### src/rtl/acc_pkg.sv
package acc_pkg;

    localparam int WORD_W = 16;
    localparam int OPC_W  = 4;
    localparam int OPND_W = WORD_W - OPC_W;
    localparam int MAG_W  = WORD_W - 1;

    localparam logic [OPC_W-1:0] OPC_LOAD  = 4'h1;
    localparam logic [OPC_W-1:0] OPC_STORE = 4'h2;
    localparam logic [OPC_W-1:0] OPC_IN    = 4'h3;
    localparam logic [OPC_W-1:0] OPC_ADD   = 4'h5;
    localparam logic [OPC_W-1:0] OPC_OUT   = 4'h7;

    typedef enum logic [2:0] {
        K_LOAD, K_STORE, K_ADD, K_IN, K_OUT, K_BAD
    } op_kind_e;

    typedef struct packed {
        op_kind_e            kind;
        logic [OPND_W-1:0]   operand;
    } dec_t;

    typedef enum logic [2:0] {
        ST_FADDR, ST_FDATA, ST_XADDR, ST_XDATA, ST_HALT
    } stage_e;

    typedef struct packed {
        logic [WORD_W-1:0] word;
        logic              ovf;
    } smsum_t;

    function automatic logic sm_sign(input logic [WORD_W-1:0] w);
        return w[WORD_W-1];
    endfunction

    function automatic logic [MAG_W-1:0] sm_mag(input logic [WORD_W-1:0] w);
        return w[MAG_W-1:0];
    endfunction

endpackage

### src/rtl/acc_decode.sv
module acc_decode
    import acc_pkg::*;
(
    input  logic [WORD_W-1:0] instr,
    output dec_t              dec
);
    logic [OPC_W-1:0] opc;

    assign opc = instr[WORD_W-1:OPND_W];

    always_comb begin
        dec.operand = instr[OPND_W-1:0];
        case (opc)
            OPC_LOAD:  dec.kind = K_LOAD;
            OPC_STORE: dec.kind = K_STORE;
            OPC_IN:    dec.kind = K_IN;
            OPC_ADD:   dec.kind = K_ADD;
            OPC_OUT:   dec.kind = K_OUT;
            default:   dec.kind = K_BAD;
        endcase
    end
endmodule

### src/rtl/acc_smadd.sv
module acc_smadd
    import acc_pkg::*;
(
    input  logic [WORD_W-1:0] a,
    input  logic [WORD_W-1:0] b,
    output smsum_t            res
);
    logic              sa, sb, sign, a_ge_b;
    logic [MAG_W-1:0]  ma, mb, mag;
    logic [MAG_W:0]    wide;

    assign sa = sm_sign(a);
    assign sb = sm_sign(b);
    assign ma = sm_mag(a);
    assign mb = sm_mag(b);
    assign a_ge_b = (ma >= mb);

    always_comb begin
        wide    = {1'b0, ma} + {1'b0, mb};
        res.ovf = 1'b0;
        if (sa == sb) begin
            mag     = wide[MAG_W-1:0];
            res.ovf = wide[MAG_W];
            sign    = sa;
        end else if (a_ge_b) begin
            mag  = ma - mb;
            sign = sa;
        end else begin
            mag  = mb - ma;
            sign = sb;
        end
        if (mag == '0) sign = 1'b0;
        res.word = {sign, mag};
    end
endmodule

### src/rtl/acc_core.sv
module acc_core
    import acc_pkg::*;
#(
    parameter logic [OPND_W-1:0] RESET_PC = 12'h300
) (
    input  logic              clk,
    input  logic              rst,
    output logic [OPND_W-1:0] mem_addr,
    output logic              mem_we,
    output logic [WORD_W-1:0] mem_wdata,
    input  logic [WORD_W-1:0] mem_rdata,
    output logic              io_req,
    output logic              io_dir,
    output logic [OPND_W-1:0] io_dev,
    output logic [WORD_W-1:0] io_wdata,
    input  logic [WORD_W-1:0] io_rdata,
    input  logic              io_ack,
    output logic [OPND_W-1:0] pc,
    output logic [WORD_W-1:0] ir,
    output logic [WORD_W-1:0] ac,
    output logic              ovf,
    output logic              halted
);
    stage_e            stage_q;
    logic [OPND_W-1:0] pc_q;
    logic [WORD_W-1:0] ir_q, ac_q;
    logic              ovf_q;
    dec_t              dec;
    smsum_t            sum;
    logic              in_exec;

    acc_decode u_dec (.instr(ir_q), .dec(dec));
    acc_smadd  u_add (.a(ac_q), .b(mem_rdata), .res(sum));

    assign in_exec   = (stage_q == ST_XADDR);
    assign mem_addr  = in_exec ? dec.operand : pc_q;
    assign mem_we    = in_exec && (dec.kind == K_STORE);
    assign mem_wdata = ac_q;
    assign io_req    = in_exec && (dec.kind == K_IN || dec.kind == K_OUT);
    assign io_dir    = (dec.kind == K_OUT);
    assign io_dev    = dec.operand;
    assign io_wdata  = ac_q;
    assign pc        = pc_q;
    assign ir        = ir_q;
    assign ac        = ac_q;
    assign ovf       = ovf_q;
    assign halted    = (stage_q == ST_HALT);

    always_ff @(posedge clk) begin
        if (rst) begin
            stage_q <= ST_FADDR;
            pc_q    <= RESET_PC;
            ir_q    <= '0;
            ac_q    <= '0;
            ovf_q   <= 1'b0;
        end else begin
            case (stage_q)
                ST_FADDR: stage_q <= ST_FDATA;
                ST_FDATA: begin
                    ir_q    <= mem_rdata;
                    pc_q    <= pc_q + 1'b1;
                    stage_q <= ST_XADDR;
                end
                ST_XADDR: begin
                    case (dec.kind)
                        K_LOAD, K_ADD: stage_q <= ST_XDATA;
                        K_STORE:       stage_q <= ST_FADDR;
                        K_IN: if (io_ack) begin
                            ac_q    <= io_rdata;
                            stage_q <= ST_FADDR;
                        end
                        K_OUT: if (io_ack) stage_q <= ST_FADDR;
                        default:       stage_q <= ST_HALT;
                    endcase
                end
                ST_XDATA: begin
                    if (dec.kind == K_LOAD) begin
                        ac_q <= mem_rdata;
                    end else begin
                        ac_q  <= sum.word;
                        ovf_q <= ovf_q | sum.ovf;
                    end
                    stage_q <= ST_FADDR;
                end
                default: stage_q <= ST_HALT;
            endcase
        end
    end

    assert_store_pulse_R4: assert property (@(posedge clk) disable iff (rst)
        mem_we |=> !mem_we);
    assert_ovf_sticky_R7: assert property (@(posedge clk) disable iff (rst)
        ovf |=> ovf);
    assert_io_hold_R8: assert property (@(posedge clk) disable iff (rst)
        (io_req && !io_ack) |=> io_req && $stable(io_dev) && $stable(io_dir) && $stable(ac));
    assert_halt_quiet_R10: assert property (@(posedge clk) disable iff (rst)
        halted |-> (!mem_we && !io_req));
    assert_halt_sticky_R10: assert property (@(posedge clk) disable iff (rst)
        halted |=> (halted && $stable(pc)));
    assert_fetch_step_R2: assert property (@(posedge clk) disable iff (rst)
        (stage_q == ST_FDATA) |=> (pc == $past(pc) + 1'b1) && (ir == $past(mem_rdata)));
endmodule

### config.mk
export PLATFORM = sky130hd
export DESIGN_NAME = acc_core
export DESIGN_NICKNAME = d
export VERILOG_FILES = /design/src/rtl/acc_pkg.sv /design/src/rtl/acc_decode.sv /design/src/rtl/acc_smadd.sv /design/src/rtl/acc_core.sv
export SDC_FILE = /design/constraint.sdc
export NUM_CORES = 1
export LEC_CHECK = 0
export ABC_AREA = 0
export BUFFER_PORTS_ARGS = -buffer_cell sky130_fd_sc_hd__buf_2
export CORE_MARGIN = 10
export CORE_UTILIZATION = 25
export DETAILED_ROUTE_END_ITERATION = 8
export GPL_ROUTABILITY_DRIVEN = 0
export SYNTH_ARGS = -nofsm -noshare
export SYNTH_HDL_FRONTEND = slang
export SYNTH_SLANG_ARGS = --single-unit
### constraint.sdc
create_clock -name clk -period 4.65 [get_ports clk]
set_input_delay 1.1625 -clock clk [delete_from_list [all_inputs] [get_ports clk]]
set_output_delay 1.1625 -clock clk [all_outputs]
set_load 0.005 [all_outputs]
-- Word level (Yosys, flattened, before mapping)
Cells that the tools add are included.
- flip-flop bits (word level): 48
- bits of input ports: 35
- output and inout port bits: 105
- logic and storage cells: 59
- add/sub/neg operators: 4
- order comparisons: 1
- equality and inequality tests: 19
- multiplexer cells: 15
- bitwise operators: 2
- reduce and logical (&&, ||, !) cells: 12
- operators by type and width (kind ; count):
    16-bit two-way mux ; 3
    16-bit case mux with 2 select lines ; 1
    15-bit two-way mux ; 2
    15-bit subtractor ; 2
    15-bit by 15-bit adder with 16-bit output ; 1
    15-bit greater-or-equal comparator ; 1
    15-bit zero test ; 1
    3-bit case mux with 5 select lines ; 1
    12-bit by 1-bit adder with 12-bit output, second input constant ; 1
    3-bit by 2-bit equality test with 1-bit output, second input constant ; 4
    12-bit two-way mux ; 1
    3-bit case mux with 4 select lines ; 1
    3-bit case mux with 3 select lines ; 1
    4-bit by 2-bit equality test with 1-bit output, second input constant ; 2
    4-bit by 3-bit equality test with 1-bit output, second input constant ; 2
    4-bit != test, second input constant ; 2
    3-bit by 1-bit equality test with 1-bit output, second input constant ; 2
    3-bit equality test, second input constant ; 2
    3-bit zero test ; 2
    5-bit AND reduction ; 1
    4-bit by 1-bit equality test with 1-bit output, second input constant ; 1
    1-bit two-way mux ; 4
    2-bit OR reduction ; 2
    3-bit two-way mux ; 1
    other kinds (11) ; 12

-- Depth between registers and ports, before layout
Gate-level depths: netlist of run 1.
- word-level depth: 7
- mapped depth: 14
- mapped depth without buffers: 13

-- By module
Synthesis of run 1 repeated with hierarchy kept, for this count alone.
- cells, all modules: 663
- area, all modules: 5231.3 µm²
- modules (own cells, without submodules) (module ; times used ; cells an instance ; area an instance (µm²) ; seq. area each (µm²)):
    acc_smadd ; 1 ; 365 ; 2552.4 ; 0.0
    acc_core ; 1 ; 280 ; 2541.2 ; 960.9
    acc_decode ; 1 ; 18 ; 137.6 ; 0.0

-- Worst setup path after synthesis of run 1
No wires, ideal clock.
- kind: input-to-reg
- start: in mem_rdata[12]
- end: reg ac_q[5] (netlist: ac[5])
- library setup time: 0.132 ns
- arrival: 3.628 ns
- data required time: 4.518 ns
- path slack: 0.890 ns
- stages: 13
- buffers on the path: 2
- cells stage by stage: inv_1 ha_1 buf_2 a211oi_2 nor2_1 a311oi_4 and3_1 buf_4 mux2_1 o2111a_1 or3_1 o21ai_1 a21oi_1
- cells in the longest elaborated chain, start to end: 5
- ends and longest elaborated chain (element ; RTL line ; source):
    start, declared ; acc_core.sv:11 ; input logic [WORD_W-1:0] mem_rdata,
    15-bit greater-or-equal comparator ; acc_smadd.sv:16 ; assign a_ge_b = (ma >= mb);
    15-bit two-way mux ; acc_smadd.sv:25 ; end else if (a_ge_b) begin
    15-bit two-way mux ; acc_smadd.sv:21 ; if (sa == sb) begin
    16-bit two-way mux ; acc_core.sv:77 ; if (dec.kind == K_LOAD) begin
    16-bit case mux with 2 select lines ; acc_core.sv:57 ; case (stage_q)
    end signal, assigned ; acc_core.sv:69 ; ac_q <= io_rdata;
    end signal, assigned ; acc_core.sv:78 ; ac_q <= mem_rdata;
    end signal, assigned ; acc_core.sv:80 ; ac_q <= sum.word;
    end, declared ; acc_core.sv:26 ; logic [WORD_W-1:0] ir_q, ac_q;
No other way between the ends.
A chain may end at the register's enable or synchronous reset.

-- Final worst setup path of run 1
- start: in mem_rdata[10]
- end: reg ac_q[5] (netlist: ac[5])
The elaborated chain is that of the path after synthesis.

==> metrics.log, run 1 <==
INFO  metric outcome = completed
INFO  metric floorplan.rows = 51
INFO  metric worstRegToRegCells = 11
INFO  metric drt-total-wl = about 19000 microns
INFO  metric crit-reg2reg-launch = ac[6]$_SDFFE_PP0P_
INFO  metric pre_cts_ws = approximately 0.33 ns
INFO  metric die_height = between 150 and 200 microns
INFO  metric synth_warn = 0
INFO  metric holdCritPathClass = reg2reg
INFO  metric antenna_violations_before_repair = 2
INFO  metric share_clk_of_total_power = a little over 30%
INFO  metric avgViaCountPerCell = 5.03
INFO  metric timing.setup.critical_path_class = in2reg
INFO  metric synth-main-ff-cell = sky130_fd_sc_hd__dfxtp_1
INFO  metric netSwitchingPower = 533 uW
INFO  metric worst_slew_pin_slew = 0.933 ns
INFO  metric clk_latency = roughly 0.30 ns
INFO  metric post_detailed_route_count_of_antenna_violating_nets = 0
INFO  metric cts.root.buffer_cell = sky130_fd_sc_hd__clkbuf_16
INFO  metric yosysMostFrequentCell = sky130_fd_sc_hd__nand2_1
INFO  metric syn_area_cell = 7.25 sq um
INFO  metric synth_area_leaders = sky130_fd_sc_hd__dfxtp_1 (19%), sky130_fd_sc_hd__ha_1 (12%), sky130_fd_sc_hd__nand2_1 (8.2%)
INFO  metric timing.critical_path.arrival = 4.21 ns
INFO  metric start_util = 25.7%
INFO  metric power = 1.43 mW
INFO  metric detail_route.drc_violations = 0
INFO  metric gr-usage-all-layers = 13.7%
INFO  metric post_synth_most_frequent_cells = sky130_fd_sc_hd__nand2_1 (111), sky130_fd_sc_hd__a21oi_1 (59), sky130_fd_sc_hd__nor2_1 (55)
INFO  metric die_area = 0.0263 sq mm
INFO  metric maximum_clock_insertion_buffer_count = 2
INFO  metric die_w = roughly 160 microns
INFO  metric first_pass_iters = 5
INFO  metric worst-endpoint-required = 4.82 ns
INFO  metric cts.sinks = 48
INFO  metric routed-via-count = about 5300
INFO  metric design.final.nets = 868
INFO  metric overflow = 0
INFO  metric synthCells = 697
INFO  metric worst-path-max-fanout = 8
INFO  metric drv_slew = 0
INFO  metric synth.ff_latch_count = 48
INFO  metric core = 0.0197 sq mm
INFO  metric grt_pass1_vias = ~5100
INFO  metric synth.cell_area = 0.00505 sq mm
INFO  metric placed_cells = 1038
INFO  metric cellLeakagePower = 2.71 nW
INFO  metric crit_path_top_delay_cell = sky130_fd_sc_hd__or3_1
INFO  metric port-buffer-count = 139
INFO  metric cp-end-kind = flip-flop
INFO  metric start_kind = input pin
INFO  metric postCtsSetupBuffers = 0
INFO  metric report.final.hold_viol_count = 0
INFO  metric grt_setup_unrepaired = no
INFO  metric setup-violations-final = 0
INFO  metric top_cell_type_s_share_of_synthesized_area = roughly a fifth
INFO  metric postCtsResizedCells = 0
INFO  metric layout-drive-gt1-share = 23.9%
INFO  metric post-route-worst-setup-slack = 0.613 ns
INFO  metric sw_frac_of_total = between 30% and 40%
INFO  metric post_route_insts_no_fill = 1046
INFO  metric hold_buffers = 0
INFO  metric largest_area_contributor_in_the_netlist = sky130_fd_sc_hd__dfxtp_1
INFO  metric grt_start_max_net_pins = 49
INFO  metric worst_setup_path_startpoint = mem_rdata[10]
INFO  metric path_clk_slew = 0.08 ns
INFO  metric drtIter0Drc = between 400 and 500
INFO  metric synth_enable_flop_cells = 0
INFO  metric internal_power = 899 uW
INFO  metric netlist-cell-type-count = 74
INFO  metric crit_buf_inv = 3
INFO  metric cts-htree-levels = 2
INFO  metric hold_ws = 0.494 ns
INFO  metric tritoncts.num_buffers = 5
INFO  metric wire_length_of_the_first_global_routing_pass = 29200 microns
INFO  metric fin_setup_tns = 0 ns
INFO  metric critical-path-top-delay-family = simple AND/OR/NAND/NOR gates
INFO  metric r2r-end = ac[5]$_SDFFE_PP0P_
INFO  metric min_path_cells = 2
INFO  metric holdPathEnd = ir[10]$_SDFFE_PP0P_
INFO  metric synth.yosys.seq_area_share = 19.0%
INFO  metric share_seq_of_total_power = roughly a third
INFO  metric ios = 140
INFO  metric area_growth = 17.0%
INFO  metric power.share.combinational = between 30% and 40%
INFO  metric drv.max_cap_violation_count = 0
INFO  metric worstHoldStart = ir[10]$_SDFFE_PP0P_
INFO  metric fmax = 0.248 GHz
INFO  metric timing.final.crit_share = 86.8%
INFO  metric power_per_cell_area = 242 mW/mm^2
INFO  metric cell_breakdown_of_the_critical_path = buf_2 > inv_1 > ha_1 > nand2_1 > o21a_1 > or2_2 > and3_1 > buf_4 > mux2i_1 > o2111a_1 > or3_1 > o21ai_1 > a21oi_1
INFO  metric tritoncts = yes
INFO  metric synth_nets = 785
INFO  metric synth_async_sr_flop_share = 0%
INFO  metric slew-limit-headroom = 37.6%
INFO  metric routedWlPerCell = 17.8 microns
INFO  metric dp.final_hpwl = 14700 microns
INFO  metric setup.reg_to_reg.worst_slack = 1.20 ns
INFO  metric worst_clock_skew = between 0.01 and 0.015 ns
INFO  metric num_antenna_cells = 0
INFO  metric finalCriticalPeriod = 4.04 ns
INFO  metric vdd_ir_drop_max = 136 uV
INFO  metric critical-path-max-stage-delay = 0.48 ns
[cells in the final DEF, fill, tap and decap left out, types with 3 or more instances in the layout]
cell type                     n
sky130_fd_sc_hd__o2111ai_1    3
sky130_fd_sc_hd__a22oi_1      8
sky130_fd_sc_hd__and2_1       4
sky130_fd_sc_hd__and3_1       9
sky130_fd_sc_hd__o21bai_1     4
sky130_fd_sc_hd__a221oi_1     6
sky130_fd_sc_hd__or3_1       12
sky130_fd_sc_hd__nor3_1      19
sky130_fd_sc_hd__xnor2_1      6
sky130_fd_sc_hd__buf_2      139
sky130_fd_sc_hd__a31oi_1      4
sky130_fd_sc_hd__ha_1        50
sky130_fd_sc_hd__clkbuf_16    5
sky130_fd_sc_hd__o21a_1       4
sky130_fd_sc_hd__dfxtp_1     48
sky130_fd_sc_hd__nand2b_1     4
sky130_fd_sc_hd__nor3b_1      6
sky130_fd_sc_hd__nor2_1      55
sky130_fd_sc_hd__a211oi_1    12
sky130_fd_sc_hd__a21o_1       6
sky130_fd_sc_hd__mux2i_1      8
sky130_fd_sc_hd__o31ai_1      5
sky130_fd_sc_hd__fa_1         3
sky130_fd_sc_hd__o211ai_1     9
sky130_fd_sc_hd__nand3_1     11
sky130_fd_sc_hd__nand2_1    111
sky130_fd_sc_hd__nand4_1      7
sky130_fd_sc_hd__a21oi_1     59
sky130_fd_sc_hd__o21ai_0     26
sky130_fd_sc_hd__inv_1       41
sky130_fd_sc_hd__or4_1        3
sky130_fd_sc_hd__a211o_1      3
sky130_fd_sc_hd__a211oi_2     3
sky130_fd_sc_hd__buf_4       19
sky130_fd_sc_hd__xor2_1       6
sky130_fd_sc_hd__nor2b_1     11
[routing by layer]
layer  track usage [%]  up-vias  part of all wire [%]
li1                  -     2571                     -
met1              18.1     2429                    45
met2              21.7      239                    45
met3              3.59       25                   9.0
met4              2.94        2                   1.7
met5                 0        -                 0.038
[cell families after synthesis]
logic type	synth area share (%)
AOI/OAI and AO/OA	24.2
xor gates and xnor gates	2.25
adders and majority gates	13.6
buffers and inverters	13.0
DFF	19.0
muxes	2.03
and+or+nand+nor	25.9
[final cells by class]
cell class / count / area [sq um]
Inverter: 41 / 154
Timing Repair Buffer: 158 / 838
Clock buffer: 6 / 139
Sequential cell: 48 / 961
Tap cell: 265 / 332
Fill cell: 2208 / 13700
Clock inverter: 2 / 38.8
Multi-Input combinational cell: 526 / 3450
[worst min-delay path: stages (launching register included)]
cell,delay (ns)
sky130_fd_sc_hd__dfxtp_1,0.33
sky130_fd_sc_hd__nand2_1,0.06
sky130_fd_sc_hd__a21oi_1,0.05
[worst max-delay path by stage]
stage / endpoint / slack, ns / cells after the start
4_1_cts: ac[5]$_SDFFE_PP0P_ / 0.66 / 13
3_5_place_dp: ac[5]$_SDFFE_PP0P_ / 0.33 / 13
3_3_place_gp: ac[5]$_SDFFE_PP0P_ / 0.37 / 13
5_1_grt: ac[5]$_SDFFE_PP0P_ / 0.43 / 13
2_1_floorplan: ac[5]$_SDFFE_PP0P_ / 0.89 / 13
6_report: ac[5]$_SDFFE_PP0P_ / 0.61 / 13
[through the flow]
step	utilization [%]	cell area [sq um]
floorplan	-	5050
global placement	29.2	5740
detailed placement	29.2	5740
CTS	30.1	5910
global route	30.1	5910
finish	30.1	5910
[power by group through the flow]
stage / registers, mW / clock network [mW] / logic [mW]
2_1_floorplan: 0.480 / 0 / 0.343
3_3_place_gp: 0.493 / 0 / 0.497
3_5_place_dp: 0.494 / 0 / 0.499
4_1_cts: 0.484 / 0.452 / 0.501
5_1_grt: 0.491 / 0.470 / 0.559
6_report: 0.484 / 0.445 / 0.503
[flip-flops by register name (all words and copies together), names as in the netlist]
signal   count
stage_q      3
ir          16
ac          16
ovf          1
pc          12
Note: power is estimated with default switching activity, not from simulation.
==> run 2: changes to the inputs <==
--- a/config.mk
+++ b/config.mk
@@ -13,4 +13,5 @@
 export GPL_ROUTABILITY_DRIVEN = 0
 export SYNTH_ARGS = -nofsm -noshare
 export SYNTH_HDL_FRONTEND = slang
+export SYNTH_HIERARCHICAL = 1
 export SYNTH_SLANG_ARGS = --single-unit
==> metrics.log, run 2 <==
INFO  metric cts.sinks = 48
INFO  metric grt_start_max_net_pins = 35
INFO  metric maximum_clock_insertion_buffer_count = 2
INFO  metric count_of_filler_cells_inserted_in_the_layout = 2173
INFO  metric crit-reg2reg-launch = ac[1]$_SDFFE_PP0P_
INFO  metric tritoncts = yes
INFO  metric largest_area_contributor_in_the_netlist = sky130_fd_sc_hd__dfxtp_1
INFO  metric fin_setup_tns = 0 ns
INFO  metric synthCells = 663
INFO  metric top_cell_type_s_share_of_synthesized_area = between 10% and 20%
INFO  metric layout.cells.most_common = sky130_fd_sc_hd__buf_2
INFO  metric wire_length_of_the_first_global_routing_pass = 28600 microns
INFO  metric synth_warn = 6
INFO  metric setup-violations-final = 0
INFO  metric cts.root.buffer_cell = sky130_fd_sc_hd__clkbuf_16
INFO  metric drv.max_cap_violation_count = 0
INFO  metric synth_nets = 751
INFO  metric fmax = 0.228 GHz
INFO  metric vdd_ir_drop_max = 166 uV
INFO  metric gr-usage-all-layers = between 10% and 20%
INFO  metric drtIter0Drc = approximately 420
INFO  metric ios = 140
INFO  metric grt_setup_unrepaired = no
INFO  metric cellLeakagePower = 2.92 nW
INFO  metric worst_setup_path_startpoint = mem_rdata[0]
INFO  metric post_detailed_route_count_of_antenna_violating_nets = 0
INFO  metric routed-via-count = 5152
INFO  metric crit_buf_inv = 2
INFO  metric drt-total-wl = 18800 microns
INFO  metric synth_enable_flop_cells = 0
INFO  metric synth.cell_area = 0.00523 sq mm
INFO  metric worst-endpoint-required = between 4 and 5 ns
INFO  metric grt_busiest_layer = met2
INFO  metric avgViaCountPerCell = about 4.9
INFO  metric die_height = 165 microns
INFO  metric synth_async_sr_flop_share = 0%
INFO  metric critical-path-top-delay-family = compound AO/OA/AOI/OAI gates
INFO  metric port-buffer-count = 139
INFO  metric tritoncts.num_buffers = 5
INFO  metric grt_use_met3 = under 10%
INFO  metric post_route_insts_no_fill = ~1100
INFO  metric postCtsSetupBuffers = 0
INFO  metric power.share.combinational = 37.0%
INFO  metric antenna_violations_before_repair = 3
INFO  metric yosysMostFrequentCell = sky130_fd_sc_hd__nand2_1
INFO  metric first_pass_iters = 5
INFO  metric detail_route.drc_violations = 0
INFO  metric netSwitchingPower = approximately 510 uW
INFO  metric crit_path_top_delay_cell = sky130_fd_sc_hd__or4_1
INFO  metric design.final.nets = just under 900
INFO  metric clk_latency = roughly 0.30 ns
INFO  metric area_growth = 20.1%
INFO  metric power_per_cell_area = 220 mW/mm^2
INFO  metric placed_cells = 1041
INFO  metric core = 0.0204 sq mm
INFO  metric slew-limit-headroom = 34.7%
INFO  metric die_area = 0.0271 sq mm
INFO  metric layout-drive-gt1-share = 29.0%
INFO  metric outcome = completed
INFO  metric path_clk_slew = 0.07 ns
INFO  metric timing.critical_path.arrival = 4.53 ns
INFO  metric globalRouteMet1Util = around 17%
INFO  metric routedWlPerCell = 17.9 microns
INFO  metric timing.final.crit_share = 94.1%
INFO  metric report.final.hold_viol_count = 0
INFO  metric dp.final_hpwl = 15200 microns
INFO  metric cts-htree-levels = 2
INFO  metric start_kind = input pin
INFO  metric internal_power = a little under 900 uW
INFO  metric use_met2 = between 20% and 30%
INFO  metric synth_area_leaders = sky130_fd_sc_hd__dfxtp_1 (18%), sky130_fd_sc_hd__ha_1 (12%), sky130_fd_sc_hd__buf_4 (7.7%)
INFO  metric die_w = ~160 microns
INFO  metric worst_slew_pin_slew = around 0.98 ns
INFO  metric worst_clock_skew = about 0.0054 ns
INFO  metric start_util = between 20% and 30%
INFO  metric cp-end-kind = flip-flop
INFO  metric synth.ff_latch_count = 48
INFO  metric drv_slew = 0
INFO  metric worstHoldStart = ovf$_SDFFE_PP0P_
INFO  metric netlist-cell-type-count = 78
INFO  metric final_cell_mix = sky130_fd_sc_hd__buf_2 (139), sky130_fd_sc_hd__nand2_1 (63), sky130_fd_sc_hd__ha_1 (50)
INFO  metric share_clk_of_total_power = 28.4%
INFO  metric grt_pass1_vias = 5034
INFO  metric post_synth_most_frequent_cells = sky130_fd_sc_hd__nand2_1 (63), sky130_fd_sc_hd__buf_4 (54), sky130_fd_sc_hd__ha_1 (50)
INFO  metric share_seq_of_total_power = 34.7%
INFO  metric floorplan.rows = 52
INFO  metric syn_area_cell = 7.89 sq um
INFO  metric synth.yosys.seq_area_share = 18.4%
INFO  metric overflow = 0
INFO  metric sw_frac_of_total = 37.2%
INFO  metric holdCritPathClass = reg2reg
INFO  metric cell_breakdown_of_the_critical_path = buf_2 > ha_1 > inv_1 > fa_1 > a21o_1 > a221oi_4 > o221ai_1 > nor2b_1 > a2111oi_1 > o31ai_1 > xor2_1 > or4_1 > o31a_1 > mux2i_1 > o22ai_1
INFO  metric worst-path-max-fanout = 3
INFO  metric critical-path-max-stage-delay = 0.51 ns
INFO  metric synth-main-ff-cell = sky130_fd_sc_hd__dfxtp_1
INFO  metric timing.setup.critical_path_class = in2reg
INFO  metric finalCriticalPeriod = between 4 and 5 ns
## run 2: changes by cell type after synthesis, sizes merged, moves of 7 or more
cell / change
nand2: -48
mux2i: +28
o22ai: +16
clkbuf: -13
buf: +12
mux2: +10
a21oi: -9
a22oi: -8
nor2: -8
o21ai: -8
or3: -8
a211oi: -7
## run 2: repair_timing
action,in CTS,in global routing
setup endpoints to repair,0,1
gates resized for setup,0,2
hold buffers,0,0
## run 2: layout make-up
cell class                 instances  area [sq um]  share of cell area (%)
clock buffer                       6           139                    2.21
sequential                        48           961                    15.3
tap                              270           338                    5.38
timing repair buffer             189          1080                    17.2
multi-input combinational        487          3560                    56.7
clock inverter                     2          15.0                   0.239
antenna                            2          5.00                  0.0797
inverter                          47           176                    2.81
## run 2: path summary, 6_finish.rpt
path	to	slack, ns	cells past startpoint
hold / removal	ovf$_SDFFE_PP0P_	0.47	2
setup reg to reg	ac[15]$_SDFFE_PP0P_	0.73	14
setup / recovery	ac[15]$_SDFFE_PP0P_	0.27	15
hold reg to reg	ovf$_SDFFE_PP0P_	0.47	2
## run 2: through the flow
stage | setup slack, ns | util, % | total power [mW] | hold slack (ns) | cell area [sq um]
after floorplan | 0.317 | - | 0.805 | 0.465 | 5230
after global placement | -0.0281 | 29.9 | 0.991 | 0.454 | 6110
after detailed placement | -0.0545 | 29.9 | 0.991 | 0.464 | 6110
after CTS | 0.252 | 30.7 | 1.38 | 0.480 | 6260
after global routing | 0.0149 | 30.7 | 1.46 | 0.517 | 6280
final | 0.272 | 30.8 | 1.38 | 0.471 | 6280
## run 2: power groups by stage
stage / registers [mW] / clock network, mW / logic [mW]
global route: 0.485 / 0.413 / 0.559
finish: 0.479 / 0.391 / 0.510
floorplan: 0.477 / 0 / 0.328
detailed placement: 0.489 / 0 / 0.501
global placement: 0.488 / 0 / 0.503
CTS: 0.480 / 0.399 / 0.505
## run 2: routing by layer
metal  vias to the layer above  share of wire, %
li1                       2519                 -
met1                      2378                45
met5                         -              0.11
met3                        29               9.7
met2                       224                43
met4                         2               2.6
## run 2: kinds of logic (layout without fill, tap and decap cells)
| group | after synthesis | after routing | synth area share [%] |
|---|---|---|---|
| AND/OR/NAND/NOR | 208 | 208 | 21.1 |
| AO/OA/AOI/OAI | 156 | 156 | 20.5 |
| buffers and inverters | 128 | 244 | 13.8 |
| adder cells (fa/ha/maj) | 53 | 53 | 13.1 |
| multiplexers | 48 | 48 | 9.47 |
| flip-flops | 48 | 48 | 18.4 |
| XOR/XNOR | 22 | 22 | 3.68 |
| other | 0 | 2 | 0 |
## run 2: worst reg2reg max path, stage by stage (launching register included)
cell and delay [ns]:
sky130_fd_sc_hd__dfxtp_1 0.55, sky130_fd_sc_hd__inv_1 0.15, sky130_fd_sc_hd__ha_1 0.37, sky130_fd_sc_hd__nand2b_1 0.12, sky130_fd_sc_hd__a211oi_2 0.34, sky130_fd_sc_hd__o2111ai_1 0.22, sky130_fd_sc_hd__buf_4 0.19, sky130_fd_sc_hd__nand4_1 0.09
sky130_fd_sc_hd__a31oi_1 0.10, sky130_fd_sc_hd__xnor2_1 0.20, sky130_fd_sc_hd__or4_1 0.51, sky130_fd_sc_hd__or4_1 0.41, sky130_fd_sc_hd__o31a_1 0.30, sky130_fd_sc_hd__mux2i_1 0.13, sky130_fd_sc_hd__o22ai_1 0.09
==> run 3: changes to the inputs <==
--- a/config.mk
+++ b/config.mk
@@ -6,7 +6,7 @@
 export NUM_CORES = 1
 export LEC_CHECK = 0
 export ABC_AREA = 0
-export BUFFER_PORTS_ARGS = -buffer_cell sky130_fd_sc_hd__buf_2
+export BUFFER_PORTS_ARGS = -buffer_cell sky130_fd_sc_hd__buf_4
 export CORE_MARGIN = 10
 export CORE_UTILIZATION = 25
 export DETAILED_ROUTE_END_ITERATION = 8
==> metrics.log, run 3 (synthesized netlist as in run 2, its figures left out) <==
INFO  metric area_growth = 24.6%
INFO  metric critical-path-top-delay-family = compound AO/OA/AOI/OAI gates
INFO  metric port-buffer-count = 139
INFO  metric avgViaCountPerCell = between 4 and 5
INFO  metric cell_breakdown_of_the_critical_path = buf_4 > inv_1 > ha_1 > inv_1 > fa_1 > a21o_1 > a211oi_2 > buf_4 > o21ai_0 > or3_1 > a21oi_1 > a2111oi_0 > o21bai_2 > or4_1 > o31a_1 > mux2i_1 > o22ai_1
INFO  metric count_of_filler_cells_inserted_in_the_layout = ~2200
INFO  metric overflow = 0
INFO  metric num_antenna_cells = 0
INFO  metric timing.critical_path.arrival = 4.61 ns
INFO  metric floorplan.rows = 52
INFO  metric die_area = 0.0271 sq mm
INFO  metric core = ~0.02 sq mm
INFO  metric holdPathEnd = ovf$_SDFFE_PP0P_
INFO  metric die_height = between 150 and 200 microns
INFO  metric worstHoldStart = ovf$_SDFFE_PP0P_
INFO  metric detailed_place.area = 0.00636 sq mm
INFO  metric r2r-end = ac[15]$_SDFFE_PP0P_
INFO  metric start_util = between 20% and 30%
INFO  metric report.final.hold_viol_count = 0
INFO  metric critical-path-max-stage-delay = 0.48 ns
INFO  metric final_core_utilization = 31.9%
INFO  metric tritoncts = yes
INFO  metric worst-endpoint-required = 4.80 ns
INFO  metric setup.reg_to_reg.worst_slack = 0.61 ns
INFO  metric timing.setup.critical_path_class = in2reg
INFO  metric worst_clock_skew = just under 0.006 ns
INFO  metric cts-htree-levels = 2
INFO  metric dp.final_hpwl = 15100 microns
INFO  metric vdd_ir_drop_max = ~140 uV
INFO  metric routed-via-count = 5064
INFO  metric worst-path-max-fanout = 5
INFO  metric ios = 140
INFO  metric grt_start_max_net_pins = 35
INFO  metric tritoncts.num_buffers = 5
INFO  metric path_clk_slew = 0.07 ns
INFO  metric grt_pass1_vias = 4856
INFO  metric start_kind = input pin
INFO  metric drv.max_cap_violation_count = 0
INFO  metric drt-total-wl = 18900 microns
INFO  metric maximum_clock_insertion_buffer_count = 2
INFO  metric timing.final.crit_share = a little over nine tenths
INFO  metric postCtsSetupBuffers = 0
INFO  metric hold_buffers = 0
INFO  metric power_per_cell_area = about 220 mW/mm^2
INFO  metric finalInstanceArea = 0.00652 sq mm
INFO  metric clk_latency = 0.31 ns
INFO  metric hold_ws = around 0.49 ns
INFO  metric cts.sinks = 48
INFO  metric post_route_insts_no_fill = 1037
INFO  metric worst_slew_pin_slew = 1.04 ns
INFO  metric cp-end-kind = flip-flop
INFO  metric placed_cells = slightly above 1000
INFO  metric worst_setup_path_startpoint = mem_rdata[0]
INFO  metric postCtsResizedCells = 0
INFO  metric fin_setup_tns = 0 ns
INFO  metric cts.root.buffer_cell = sky130_fd_sc_hd__clkbuf_16
INFO  metric wire_length_of_the_first_global_routing_pass = 28800 microns
INFO  metric slew-limit-headroom = 30.1%
INFO  metric layout.cells.most_common = sky130_fd_sc_hd__buf_4
INFO  metric outcome = completed
INFO  metric fmax = roughly 0.22 GHz
INFO  metric design.final.nets = 854
INFO  metric cellLeakagePower = roughly 2.9 nW
INFO  metric first_pass_iters = 5
INFO  metric gr-usage-all-layers = 13.4%
INFO  metric holdCritPathClass = reg2reg
INFO  metric grt_setup_unrepaired = no
INFO  metric routedWlPerCell = 18.2 microns
INFO  metric crit_buf_inv = 4
INFO  metric min_path_cells = 2
INFO  metric drv_slew = 0
INFO  metric setup-violations-final = 0
INFO  metric finalCriticalPeriod = 4.45 ns
INFO  metric layout-drive-gt1-share = 28.2%
INFO  metric drtIter0Drc = around 420
INFO  metric post_detailed_route_count_of_antenna_violating_nets = 0
INFO  metric die_w = 165 microns
INFO  metric crit-reg2reg-launch = ac[1]$_SDFFE_PP0P_
INFO  metric detail_route.drc_violations = 0
INFO  metric final_cell_mix = sky130_fd_sc_hd__buf_4 (177), sky130_fd_sc_hd__nand2_1 (63), sky130_fd_sc_hd__ha_1 (50)
INFO  metric crit_path_top_delay_cell = sky130_fd_sc_hd__or4_1
INFO  metric antenna_violations_before_repair = 0
INFO  metric worstRegToRegCells = 13
## run 3: worst max-delay path by stage
stage                           to  slack (ns)  cells past startpoint
6_report       ac[15]$_SDFFE_PP0P_        0.20                     17
5_1_grt        ac[15]$_SDFFE_PP0P_        0.05                     17
4_1_cts        ac[15]$_SDFFE_PP0P_        0.19                     17
3_5_place_dp   ac[15]$_SDFFE_PP0P_       -0.09                     17
3_3_place_gp   ac[15]$_SDFFE_PP0P_       -0.06                     17
2_1_floorplan  ac[15]$_SDFFE_PP0P_        0.32                     14
## run 3: layout make-up
cell class	count	area, sq um	area share, %
multi-input cells	487	3560	54.6
well taps	270	338	5.18
clock inverters	2	15.0	0.230
repair buffers	177	1330	20.4
flip-flops and latches	48	961	14.7
clock buffers	6	139	2.13
inverters	47	176	2.71
## run 3: routing by layer
metal	routed length, microns	up-vias	GRT usage (%)	share of wire (%)
met4	214	0	2.58	1.1
li1	-	2503	-	-
met3	1460	8	3.76	7.7
met2	8530	186	20.8	45
met1	8680	2367	18.1	46
met5	0	-	0	0
## run 3: power breakdown
part / internal, mW / switching, mW / leakage (nW)
Clock: 0.215 / 0.185 / 0.0691
Sequential: 0.437 / 0.0435 / 0.390
Combinational: 0.240 / 0.293 / 2.43
Total: 0.892 / 0.522 / 2.89
## run 3: stage by stage
step,power (mW),worst slack [ns]
finish,1.41,0.197
global route,1.49,0.0450
CTS,1.42,0.194
detailed placement,1.02,-0.0880
global placement,1.02,-0.0641
floorplan,0.805,0.317
## run 3: worst register-to-register path, delay by kind of cell (launching register included)
kind | cells | cell delay (ns)
AND/OR/NAND/NOR | 3 | 0.89
AO/OA/AOI/OAI | 6 | 1.54
flip-flops | 1 | 0.57
multiplexers | 1 | 0.12
buffers and inverters | 2 | 0.40
adder cells (fa/ha/maj) | 1 | 0.37
